File: src/rtl/gpio_port_ctrl.sv
module gpio_port_ctrl #(
  parameter int NPINS = 8,
  parameter int MW    = 3,
  parameter int AW    = 8,
  parameter int DW    = 32
) (
  input  logic             clk,
  input  logic             rst_n,
  input  logic             wr_en,
  input  logic [AW-1:0]    addr,
  input  logic [DW-1:0]    wdata,
  output logic [DW-1:0]    rdata,
  input  logic [NPINS-1:0] pad_in,
  output logic [NPINS-1:0] pad_drv_lo,
  output logic [NPINS-1:0] pad_drv_hi,
  output logic [NPINS-1:0] pad_pu,
  output logic [NPINS-1:0] pad_pd,
  output logic [NPINS-1:0] pad_ie
);
  localparam int MODEW = NPINS * MW;
  localparam logic [AW-1:0] A_DATA  = AW'(8'h00);
  localparam logic [AW-1:0] A_STATE = AW'(8'h04);
  localparam logic [AW-1:0] A_CFG   = AW'(8'h08);
  localparam logic [AW-1:0] A_INDIS = AW'(8'h18);
  localparam logic [AW-1:0] A_SET   = AW'(8'h40);
  localparam logic [AW-1:0] A_CLR   = AW'(8'h44);
  localparam logic [AW-1:0] A_INV   = AW'(8'h48);

  logic [NPINS-1:0] data_q, indis_q, sync1_q, sync2_q;
  logic [DW-1:0]    cfg_q;
  logic [NPINS-1:0] wbits;

  assign wbits = wdata[NPINS-1:0];

  always_ff @(posedge clk or negedge rst_n) begin
    if (!rst_n) begin
      data_q  <= '0;
      indis_q <= '0;
      cfg_q   <= '0;
    end else if (wr_en) begin
      case (addr)
        A_DATA:  data_q  <= wbits;
        A_SET:   data_q  <= data_q | wbits;
        A_CLR:   data_q  <= data_q & ~wbits;
        A_INV:   data_q  <= data_q ^ wbits;
        A_CFG:   cfg_q   <= wdata;
        A_INDIS: indis_q <= wbits;
        default: ;
      endcase
    end
  end

  always_ff @(posedge clk or negedge rst_n) begin
    if (!rst_n) begin
      sync1_q <= '0;
      sync2_q <= '0;
    end else begin
      sync1_q <= pad_in;
      sync2_q <= sync1_q;
    end
  end

  for (genvar i = 0; i < NPINS; i++) begin : g_pin
    logic [MW-1:0] m;
    assign m = cfg_q[MW*i +: MW];
    assign pad_drv_lo[i] = ~data_q[i] & (m == 3'd2 || m == 3'd4 || m == 3'd6);
    assign pad_drv_hi[i] =  data_q[i] & (m == 3'd3 || m == 3'd5 || m == 3'd6);
    assign pad_pu[i]     = (m == 3'd2 || m == 3'd7);
    assign pad_pd[i]     = (m == 3'd3 || m == 3'd7);
    assign pad_ie[i]     = (m != '0) & ~indis_q[i];
  end

  always_comb begin
    case (addr)
      A_DATA:  rdata = DW'(data_q);
      A_STATE: rdata = DW'(sync2_q & pad_ie);
      A_CFG:   rdata = cfg_q;
      A_INDIS: rdata = DW'(indis_q);
      default: rdata = '0;
    endcase
  end

  if (MODEW > DW) begin : g_bad_width
    initial $error("mode field wider than data bus");
  end
endmodule


File: config.mk
export PLATFORM = sky130hd
export DESIGN_NAME = gpio_port_ctrl
export DESIGN_NICKNAME = d
export VERILOG_FILES = /design/src/rtl/gpio_port_ctrl.sv
export SDC_FILE = /design/constraint.sdc
export NUM_CORES = 1
export LEC_CHECK = 0
export BUFFER_PORTS_ARGS = -buffer_cell sky130_fd_sc_hd__buf_2
export CAP_MARGIN = 10
export CORE_MARGIN = 2
export CORE_UTILIZATION = 56
export DETAILED_ROUTE_END_ITERATION = 6
export GPL_ROUTABILITY_DRIVEN = 0
export PLACE_DENSITY = 0.85
export SLEW_MARGIN = 5
export SYNTH_ARGS = -nofsm -noshare
export SYNTH_HDL_FRONTEND = slang
export SYNTH_SLANG_ARGS = --single-unit
File: constraint.sdc
create_clock -name clk -period 3.3 [get_ports clk]
set_clock_uncertainty 0.15 [all_clocks]
set_input_delay 0.66 -clock clk [delete_from_list [all_inputs] [get_ports clk]]
set_output_delay 0.66 -clock clk [all_outputs]
set_load 0.005 [all_outputs]
Yosys cells after proc, flatten, opt, wreduce, memory -nomap -nowiden

Cells that the tools add are included.

Reduce and logical (&&, ||, !) cells: 61
Bitwise gates (word level): 45
Equal/unequal tests: 54
Mux-type cells: 2

Operators by type and width:

| cell                                                             | number |
|---|---|
| 32-bit case mux with 4 select lines                              | 1 |
| 3-bit == test (second input constant)                            | 32 |
| 3-bit by 2-bit == test with 1-bit output (second input constant) | 16 |
| 1-bit logical OR                                                 | 48 |
| 8-bit case mux with 4 select lines                               | 1 |
| 1-bit AND                                                        | 24 |
| 8-bit by 7-bit == test with 1-bit output (second input constant) | 3 |
| 3-bit nonzero test                                               | 8 |
| 8-bit AND                                                        | 2 |
| 1-bit NOT                                                        | 16 |
| 8-bit by 3-bit == test with 1-bit output (second input constant) | 1 |
| 8-bit by 4-bit == test with 1-bit output (second input constant) | 1 |
| 8-bit by 5-bit == test with 1-bit output (second input constant) | 1 |
| 8-bit logical NOT                                                | 1 |
| 8-bit NOT                                                        | 1 |
| 8-bit bitwise OR                                                 | 1 |
| 8-bit XOR                                                        | 1 |
| 2-bit AND reduction                                              | 3 |
| 4-bit nonzero test                                               | 1 |

Word-level logic and storage cells: 167
Output and inout port bits: 72
Register bits after elaboration: 64

Logic depth before layout (Yosys ltp)

Gate-level depths: netlist of run 1.

Word-level depth: 4
Mapped depth: 6

Worst setup path before layout of run 1

Ideal clock, no wire load.

Path type: input-to-output
Start: input addr[7]
End: output rdata[10]
Setup slack: 0.605 ns
Cell stages on the path: 5
Data required time: 2.490 ns
Arrival time: 1.885 ns
Cell sequence: nor4_1 and4_1 buf_2 clkbuf_1 and2_1

Cells in the longest elaborated chain, start to end: 2

RTL lines:

| element                                                                | line | source |
|---|---|---|
| start: declaration                                                     | 10   | `input logic [AW-1:0] addr,` |
| 8-bit by 5-bit == test with 1-bit output, or another cell as far along | 74   | `case (addr)` |
| 32-bit case mux with 4 select lines *                                  | 74   |  |
| end: declaration                                                       | 12   | `output logic [DW-1:0] rdata,` |

Every way passes the cells marked *; elsewhere a longest branch is shown, timed or not.

Worst setup path after layout of run 1

Start: input addr[7]
End: output rdata[3]

The elaborated chain is that of the path after synthesis.

==> results of run 1 <==
stage by stage:
stage | total power, mW | setup WS [ns]
floorplan | 1.09 | 0.605
global placement | 1.21 | 0.295
detailed placement | 1.23 | 0.314
CTS | 1.87 | 0.310
global route | 1.95 | 0.119
finish | 1.86 | 0.287
where the power goes:
part | switching (mW) | internal, mW
clock network | 0.294 | 0.346
logic | 0.158 | 0.151
registers | 0.0696 | 0.839
total | 0.522 | 1.34
logic make-up (layout without fill, tap and decap cells):
kind of cell               count (synthesis)  count (layout)  synth area share, %
xor gates and xnor gates                  14              14                 3.15
buffers and inverters                     45             164                 6.00
AOI/OAI and AO/OA                         50              50                 7.73
DFF                                       64              64                 41.1
muxes                                     44              44                 15.2
adders and majority gates                 16              16                 5.13
and+or+nand+nor                          154             154                 21.7
cell usage after synthesis (8+ instances only):
library cell	n	area [µm²]
nor2b_1	9	56.3
dfrtp_1	64	1600
a21oi_1	13	65.1
nor2_1	38	143
xnor2_1	9	78.8
mux2_2	10	113
clkbuf_1	11	41.3
ha_1	16	200
a31oi_1	8	50.1
mux2_4	28	420
and2_1	47	294
o21ai_0	16	80.1
nor3_1	20	100
nand2_1	18	67.6
inv_1	19	71.3
registers in the layout (all words and copies together), names as in the netlist:
register	cells
data_q	8
sync1_q	8
indis_q	8
sync2_q	8
cfg_q	32
path summary, 6_finish.rpt:
check,startpoint,to,slack [ns],cells after the start
setup / recovery,addr[7],rdata[3],0.29,5
hold / removal,rst_n,cfg_q[17],0.12,1
setup reg to reg,data_q[2],data_q[2],1.67,6
hold reg to reg,sync1_q[5],sync2_q[5],0.20,0
max in group asynchronous,rst_n,cfg_q[30],2.17,2
min in group clk,sync1_q[5],sync2_q[5],0.20,0
layout make-up:
type | count | area, µm²
clock inverters | 4 | 45.0
flip-flops and latches | 64 | 1600
well taps | 80 | 100
clock buffers | 12 | 135
repair buffers | 129 | 676
inverters | 19 | 71.3
multi-input cells | 278 | 2060
fillers | 560 | 2060
critical path: cells and delay by family:
| kind | cells | cell delay (ns) |
|---|---|---|
| AO/OA/AOI/OAI | 1 | 0.33 |
| buffers and inverters | 2 | 0.27 |
| AND/OR/NAND/NOR | 2 | 0.94 |
routing by layer:
layer | vias up | global-route usage [%]
met2 | 135 | 42.8
li1 | 1530 | -
met1 | 1500 | 31.8
met3 | 19 | 4.74
met4 | 0 | 11.9
met5 | - | 0
==> reports/summary.txt, run 1 <==
status: finished clean
most frequent CP cell: buf_2
post-layout min period: 3.01 ns
Clock Tree Buf Depth: 2
CP Launch Type: input port
Rows: 30
Max Freq: 332 MHz
final hold vios: 0
CP required: 2.49 ns
RSZ-0062 raised after global routing: false
Final Setup Violations: 0
final period utilization: 91.3%
final hold slack: 0.115 ns
largest net degree at the start of global routing: 27
Core ar.: 6760 µm²
crit-path cells: buf_2, nor4_1, nand2_1, o21ai_0, buf_2
NumNets Final: 568
met3 routed WL: 610 µm
effective utilization at floorplan: 57.7%
commonest cells after routing, fill and taps aside: 122 x buf_2, 64 x dfrtp_1, 47 x and2_1, 38 x nor2_1, 28 x mux2_4
leak pwr: 2.58 nW
WL met1: 3840 µm
peak supply drop: 399 µV
Starting DRT DRC Count: 190
Post-CTS Resized: 0
drc violations: 0
die height: 87.4 µm
Post-synth EDFFs: 0
wire length on met2: 4680 µm
H-tree levels: 3
clk slew on worst S/H paths: 0.07 ns
Slew @ Worst Pin: 0.643 ns
Num CTS Buffers: 9
slew margin rel.: 57.1%
Clock Latency Late Sink: 0.34 ns
via count: 3184
Async SR Flop Fraction: 100%
Die W: 87.4 µm
Total Die Area: 7650 µm²
TritonCTS clock tree: built
Pins Over Slew Limit: 0
Main synth FF type: dfrtp_1
WL final: 9340 µm
hpwl dp: 6800 µm
CTS Root Cell: clkbuf_8
Syn Area/Cell: 10.1 µm²
Port Buffers: 122
syn nets: 454
synthesis-stage register bit count: 64
ANT cells: 0
slowest cell delay on critical path: 0.55 ns
WS Path Type: input port to primary output
worst hold path type: input port to async pin
Post-Synthesis Cells: 387
ANT nets after route: 0
DR WL/cell: 15.9 µm
GRT Overall Usage: 25.5%
hold-fix buffers at CTS: 0
DR pass1 iterations: 5
Slowest-stage cell, CP: nor4_1
first-pass GRT wire length: 15000 µm
layout cells sized above 1: 37.4%
PwrDens: 396 nW/µm²
fin area: 4690 µm²
Util after Layout: 69.4%
CP max FO: 8
Final Non-Filler Cells: 586
clock sink count: 64
max-cap viol count: 0
post-synth cell types: 38
Synth warnings: 0
initial antenna violation count: 0
Mapped Area: 3900 µm²
Cell Count Post-Placement: 570
most common cell after layout, fill and taps aside: buf_2
synth-to-layout area growth: 20.3%
grt total ovfl: 0
I/O Pins: 123
Highest Signal Layer: met4
CP Capture Type: primary output
setup TNS: 0 ns
placed cell areas: 4510 µm²
vias in the first global route: 3189
Post CTS Setup Buffer Count: 0
WP data arrival: 2.20 ns
register area share after synthesis: 41.1%
number of vias per cell: 5.43
(Power assumes the default switching activity.)
==> inputs of run 2 (changes only) <==
--- a/config.mk
+++ b/config.mk
@@ -8,10 +8,12 @@
 export BUFFER_PORTS_ARGS = -buffer_cell sky130_fd_sc_hd__buf_2
 export CAP_MARGIN = 10
 export CORE_MARGIN = 2
-export CORE_UTILIZATION = 56
+export CORE_UTILIZATION = 50
+export CTS_CLUSTER_SIZE = 30
 export DETAILED_ROUTE_END_ITERATION = 6
 export GPL_ROUTABILITY_DRIVEN = 0
-export PLACE_DENSITY = 0.85
+export HOLD_SLACK_MARGIN = 0.12
+export PLACE_DENSITY = 0.77
 export SLEW_MARGIN = 5
 export SYNTH_ARGS = -nofsm -noshare
 export SYNTH_HDL_FRONTEND = slang
==> reports/summary.txt, run 2 (synthesis gave the netlist of run 1 again) <==
clock sink count: 64 (unchanged)
I/O Pins: 123 (unchanged)
CP required: 2.49 ns (about the same)
Cell Count Post-Placement: 592 (+3.9%)
Die W: 92.3 µm (+5.6%)
setup TNS: 0 ns (unchanged)
die height: 92.3 µm (+5.6%)
FF-to-FF End: data_q[7]
DR pass1 iterations: 4 (-1)
CP Launch Type: input port
status: finished clean
max-cap viol count: 0 (unchanged)
Final Setup Violations: 0 (unchanged)
final period utilization: 89.6% (-1.7 points)
Num CTS Buffers: 9 (unchanged)
Max Freq: 338 MHz (+1.9%)
Starting DRT DRC Count: 109 (-43%)
Reg2Reg Depth: 6 (unchanged)
Post-CTS Resized: 0 (unchanged)
NumNets Final: 568 (unchanged)
Rows: 32 (+6.7%)
WP data arrival: 2.15 ns (-0.05 ns)
Largest Register: cfg_q
worst r2r src: data_q[7]
Port Buffers: 122 (unchanged)
ANT nets after route: 0 (unchanged)
most common cell after layout, fill and taps aside: buf_2
first-pass GRT wire length: 14900 µm (-0.37%)
H-tree levels: 3 (unchanged)
Clock Latency Late Sink: 0.34 ns (about the same)
initial antenna violation count: 0 (unchanged)
vias in the first global route: 3019 (-5.3%)
RSZ-0062 raised after global routing: false
worst hold path type: flop to flop
number of vias per cell: 5.17 (-4.9%)
synth-to-layout area growth: 20.6%
hold endpoint: sync2_q[7]
Slew @ Worst Pin: 0.719 ns (+0.0752 ns)
post-layout min period: 2.96 ns (-0.0575 ns)
largest net degree at the start of global routing: 34 (+26%)
DR WL/cell: 15.4 µm (-3.1%)
Hold Crit Start: sync1_q[7]
layout cells sized above 1: 37.8% (+0.47 points)
hold-fix buffers at CTS: 0 (unchanged)
hpwl dp: 6720 µm (-1.1%)
clk slew on worst S/H paths: 0.06 ns (about the same)
Post CTS Setup Buffer Count: 0 (unchanged)
final hold vios: 0 (unchanged)
effective utilization at floorplan: 51.0% (-6.7 points)
hold depth: 0
Final Non-Filler Cells: 607 (+3.6%)
CP startpoint: addr[7]
grt total ovfl: 0 (unchanged)
drc violations: 0 (unchanged)
max FFs per register: 32 (unchanged)
via count: 3137 (-1.5%)
CTS Root Cell: clkbuf_8
slack of the worst reg-to-reg path: 1.67 ns (about the same)
PwrDens: 379 nW/µm² (-4.2%)
CP Capture Type: primary output
Clock Tree Buf Depth: 2 (unchanged)
CP max FO: 4 (-4)
WS Path Type: input port to primary output
ANT cells: 0 (unchanged)
WL final: 9380 µm (+0.40%)
Core ar.: 7650 µm² (+13%)
slew margin rel.: 52.1% (-5.0 points)
GRT Overall Usage: 22.6% (-2.9 points)
Total Die Area: 8520 µm² (+11%)
Pwr Total: 1.78 mW (-4.0%)
peak supply drop: 210 µV (-47%)
commonest cells after routing, fill and taps aside: 122 x buf_2, 64 x dfrtp_1, 47 x and2_1, 38 x nor2_1, 28 x mux2_4
leak pwr: 2.56 nW (-0.65%)
TritonCTS clock tree: built
Pins Over Slew Limit: 0 (unchanged)
[run 2: changes by cell type in the layout (fill, tap and decap cells not counted), sizes merged]
cell and change:
clkbuf -3, clkinvlp +3, bufinv -1
[run 2: how the worst max path moves through the flow]
stage	slack, ns	cells past startpoint	end
floorplan	0.61	5	rdata[10]
global placement	0.37	7	rdata[7]
detailed placement	0.35	7	rdata[4]
CTS	0.35	7	rdata[4]
global route	0.27	7	rdata[4]
finish	0.34	7	rdata[4]
[run 2: layer usage]
layer / GRT usage (%) / share of wire [%]
met5: 0 / 0
met4: 10.4 / 2.3
met3: 4.39 / 6.8
met2: 36.8 / 48
met1: 29.1 / 43
[run 2: power by group]
group | leakage (nW) | total, mW | internal (mW) | switching [mW]
registers | 0.829 | 0.908 | 0.839 | 0.0690
logic | 1.66 | 0.305 | 0.151 | 0.153
clock network | 0.0769 | 0.571 | 0.263 | 0.308
total | 2.56 | 1.78 | 1.25 | 0.530
[run 2: through the flow]
stage          worst slack [ns]  utilization (%)  cell area [µm²]  hold slack (ns)
2_1_floorplan             0.605                -             3900            0.181
3_3_place_gp              0.367             59.4             4540            0.182
3_5_place_dp              0.354             59.4             4540            0.185
4_1_cts                   0.351             61.5             4700            0.199
5_1_grt                   0.271             61.5             4700            0.210
6_report                  0.344             61.5             4700            0.199
[run 2: final cells by class]
class,instances,area [µm²]
Fill cell,673,2950
Timing Repair Buffer,129,676
Inverter,19,71.3
Tap cell,102,128
Clock buffer,9,124
Sequential cell,64,1600
Clock inverter,6,37.5
Multi-Input combinational cell,278,2060
[run 2: worst max-delay path, stage by stage]
cell     delay (ns)
buf_2          0.10
or4_4          0.57
nor4_4         0.27
buf_4          0.21
a32oi_1        0.09
o21ai_0        0.09
buf_2          0.15
==> inputs of run 3 (changes only) <==
--- a/config.mk
+++ b/config.mk
@@ -14,6 +14,7 @@
 export GPL_ROUTABILITY_DRIVEN = 0
 export HOLD_SLACK_MARGIN = 0.12
 export PLACE_DENSITY = 0.77
+export RECOVER_POWER = 25
 export SLEW_MARGIN = 5
 export SYNTH_ARGS = -nofsm -noshare
 export SYNTH_HDL_FRONTEND = slang
==> reports/summary.txt, run 3 (synthesis gave the netlist of run 1 again) <==
Rows: 32 (unchanged)
CP max FO: 4 (unchanged)
Slew @ Worst Pin: 1.72 ns (+1.00 ns)
RSZ-0062 raised after global routing: false
DR WL/cell: 15.4 µm (-0.19%)
status: finished, violations left
peak supply drop: 210 µV (about the same)
ANT cells: 0 (unchanged)
fin area: 4700 µm² (-0.11%)
Num CTS Buffers: 9 (unchanged)
NumNets Final: 568 (unchanged)
Core ar.: 7650 µm² (unchanged)
setup TNS: 0 ns (unchanged)
largest net degree at the start of global routing: 34 (unchanged)
Max Freq: 339 MHz (about the same)
multi-input combinational cell area: 2060 µm² (unchanged)
Fillers: 676 (+0.45%)
Largest Register: cfg_q
CP Capture Type: primary output
WP data arrival: 2.14 ns (about the same)
Total Die Area: 8520 µm² (unchanged)
final hold vios: 0 (unchanged)
hold-fix buffers at CTS: 0 (unchanged)
Util after Layout: 61.4% (-0.065 points)
GRT Overall Usage: 22.6% (unchanged)
TritonCTS clock tree: built
most common cell after layout, fill and taps aside: buf_2
Final Setup Violations: 0 (unchanged)
hpwl dp: 6720 µm (unchanged)
placed cell areas: 4540 µm² (unchanged)
effective utilization at floorplan: 51.0% (unchanged)
ANT nets after route: 0 (unchanged)
CP required: 2.49 ns (about the same)
synth-to-layout area growth: 20.4%
Die W: 92.3 µm (unchanged)
I/O Pins: 123 (unchanged)
number of vias per cell: 5.17 (about the same)
WL met1: 3930 µm (-3.1%)
slew margin rel.: -14.7% (-67 points)
final hold slack: 0.199 ns (unchanged)
max-cap viol count: 1 (+1)
worst hold path type: flop to flop
WS Path Type: input port to primary output
final period utilization: 89.5% (about the same)
Starting DRT DRC Count: 108 (-0.92%)
layout cells sized above 1: 37.4% (-0.40 points)
CP Launch Type: input port
WL final: 9360 µm (-0.19%)
Clock Tree Buf Depth: 2 (unchanged)
via count: 3136 (-0.032%)
first-pass GRT wire length: 14900 µm (unchanged)
clk slew on worst S/H paths: 0.06 ns (about the same)
initial antenna violation count: 0 (unchanged)
Highest Signal Layer: met4
Post-CTS Resized: 0 (unchanged)
register area: 1600 µm² (unchanged)
CTS Root Cell: clkbuf_8
PwrDens: 379 nW/µm² (-0.19%)
DR pass1 iterations: 4 (unchanged)
Clock Latency Late Sink: 0.33 ns (about the same)
grt total ovfl: 0 (unchanged)
H-tree levels: 3 (unchanged)
vias in the first global route: 3019 (unchanged)
Pins Over Slew Limit: 33 (+33)
clock sink count: 64 (unchanged)
met3 routed WL: 709 µm (+12%)
max FFs per register: 32 (unchanged)
post-layout min period: 2.95 ns (-0.00255 ns)
violations in the final reports: max-capacitance violations, max-slew violations
Post CTS Setup Buffer Count: 0 (unchanged)
commonest cells after routing, fill and taps aside: 120 x buf_2, 64 x dfrtp_1, 47 x and2_1, 38 x nor2_1, 28 x mux2_4
drc violations: 0 (unchanged)
Port Buffers: 122 (unchanged)
die height: 92.3 µm (unchanged)
wire length on met2: 4530 µm (+1.3%)
leak pwr: 2.56 nW (-0.24%)
run 3: layout make-up:
cell class	instances	area share, %
inverters	19	1.52
clock buffers	9	2.64
flip-flops and latches	64	34.1
multi-input cells	278	43.9
well taps	102	2.72
repair buffers	129	14.3
clock inverters	6	0.799
run 3: power breakdown:
part / switching (mW) / internal [mW]
sequential: 0.0688 / 0.839
combinational: 0.153 / 0.151
clock: 0.304 / 0.263
run 3: layer usage:
layer,vias to the layer above,track usage (%)
li1,1533,-
met1,1470,29.1
met2,115,36.8
met3,18,4.39
met4,0,10.4
met5,-,0
run 3: final timing paths:
path | start | to | slack [ns] | cells after the start
worst max register to register | data_q[7] | data_q[7] | 1.67 | 6
max in group asynchronous | rst_n | cfg_q[4] | 0.75 | 2
min in group asynchronous | rst_n | cfg_q[15] | 0.61 | 1
worst min register to register | sync1_q[7] | sync2_q[7] | 0.20 | 0
worst max-delay path | addr[7] | rdata[4] | 0.35 | 7
worst min-delay path | sync1_q[7] | sync2_q[7] | 0.20 | 0
run 3: stage by stage:
step | instances | setup WS, ns | total power [mW]
2_1_floorplan | 387 | 0.605 | 1.09
3_3_place_gp | 592 | 0.367 | 1.21
3_5_place_dp | 592 | 0.354 | 1.23
4_1_cts | 607 | 0.351 | 1.80
5_1_grt | 607 | 0.268 | 1.88
6_report | 607 | 0.347 | 1.78
run 3: worst max-delay path, cell delays in order:
cell	delay [ns]
buf_2	0.10
or4_4	0.57
nor4_4	0.27
buf_4	0.21
a32oi_1	0.09
o21ai_0	0.09
buf_2	0.15
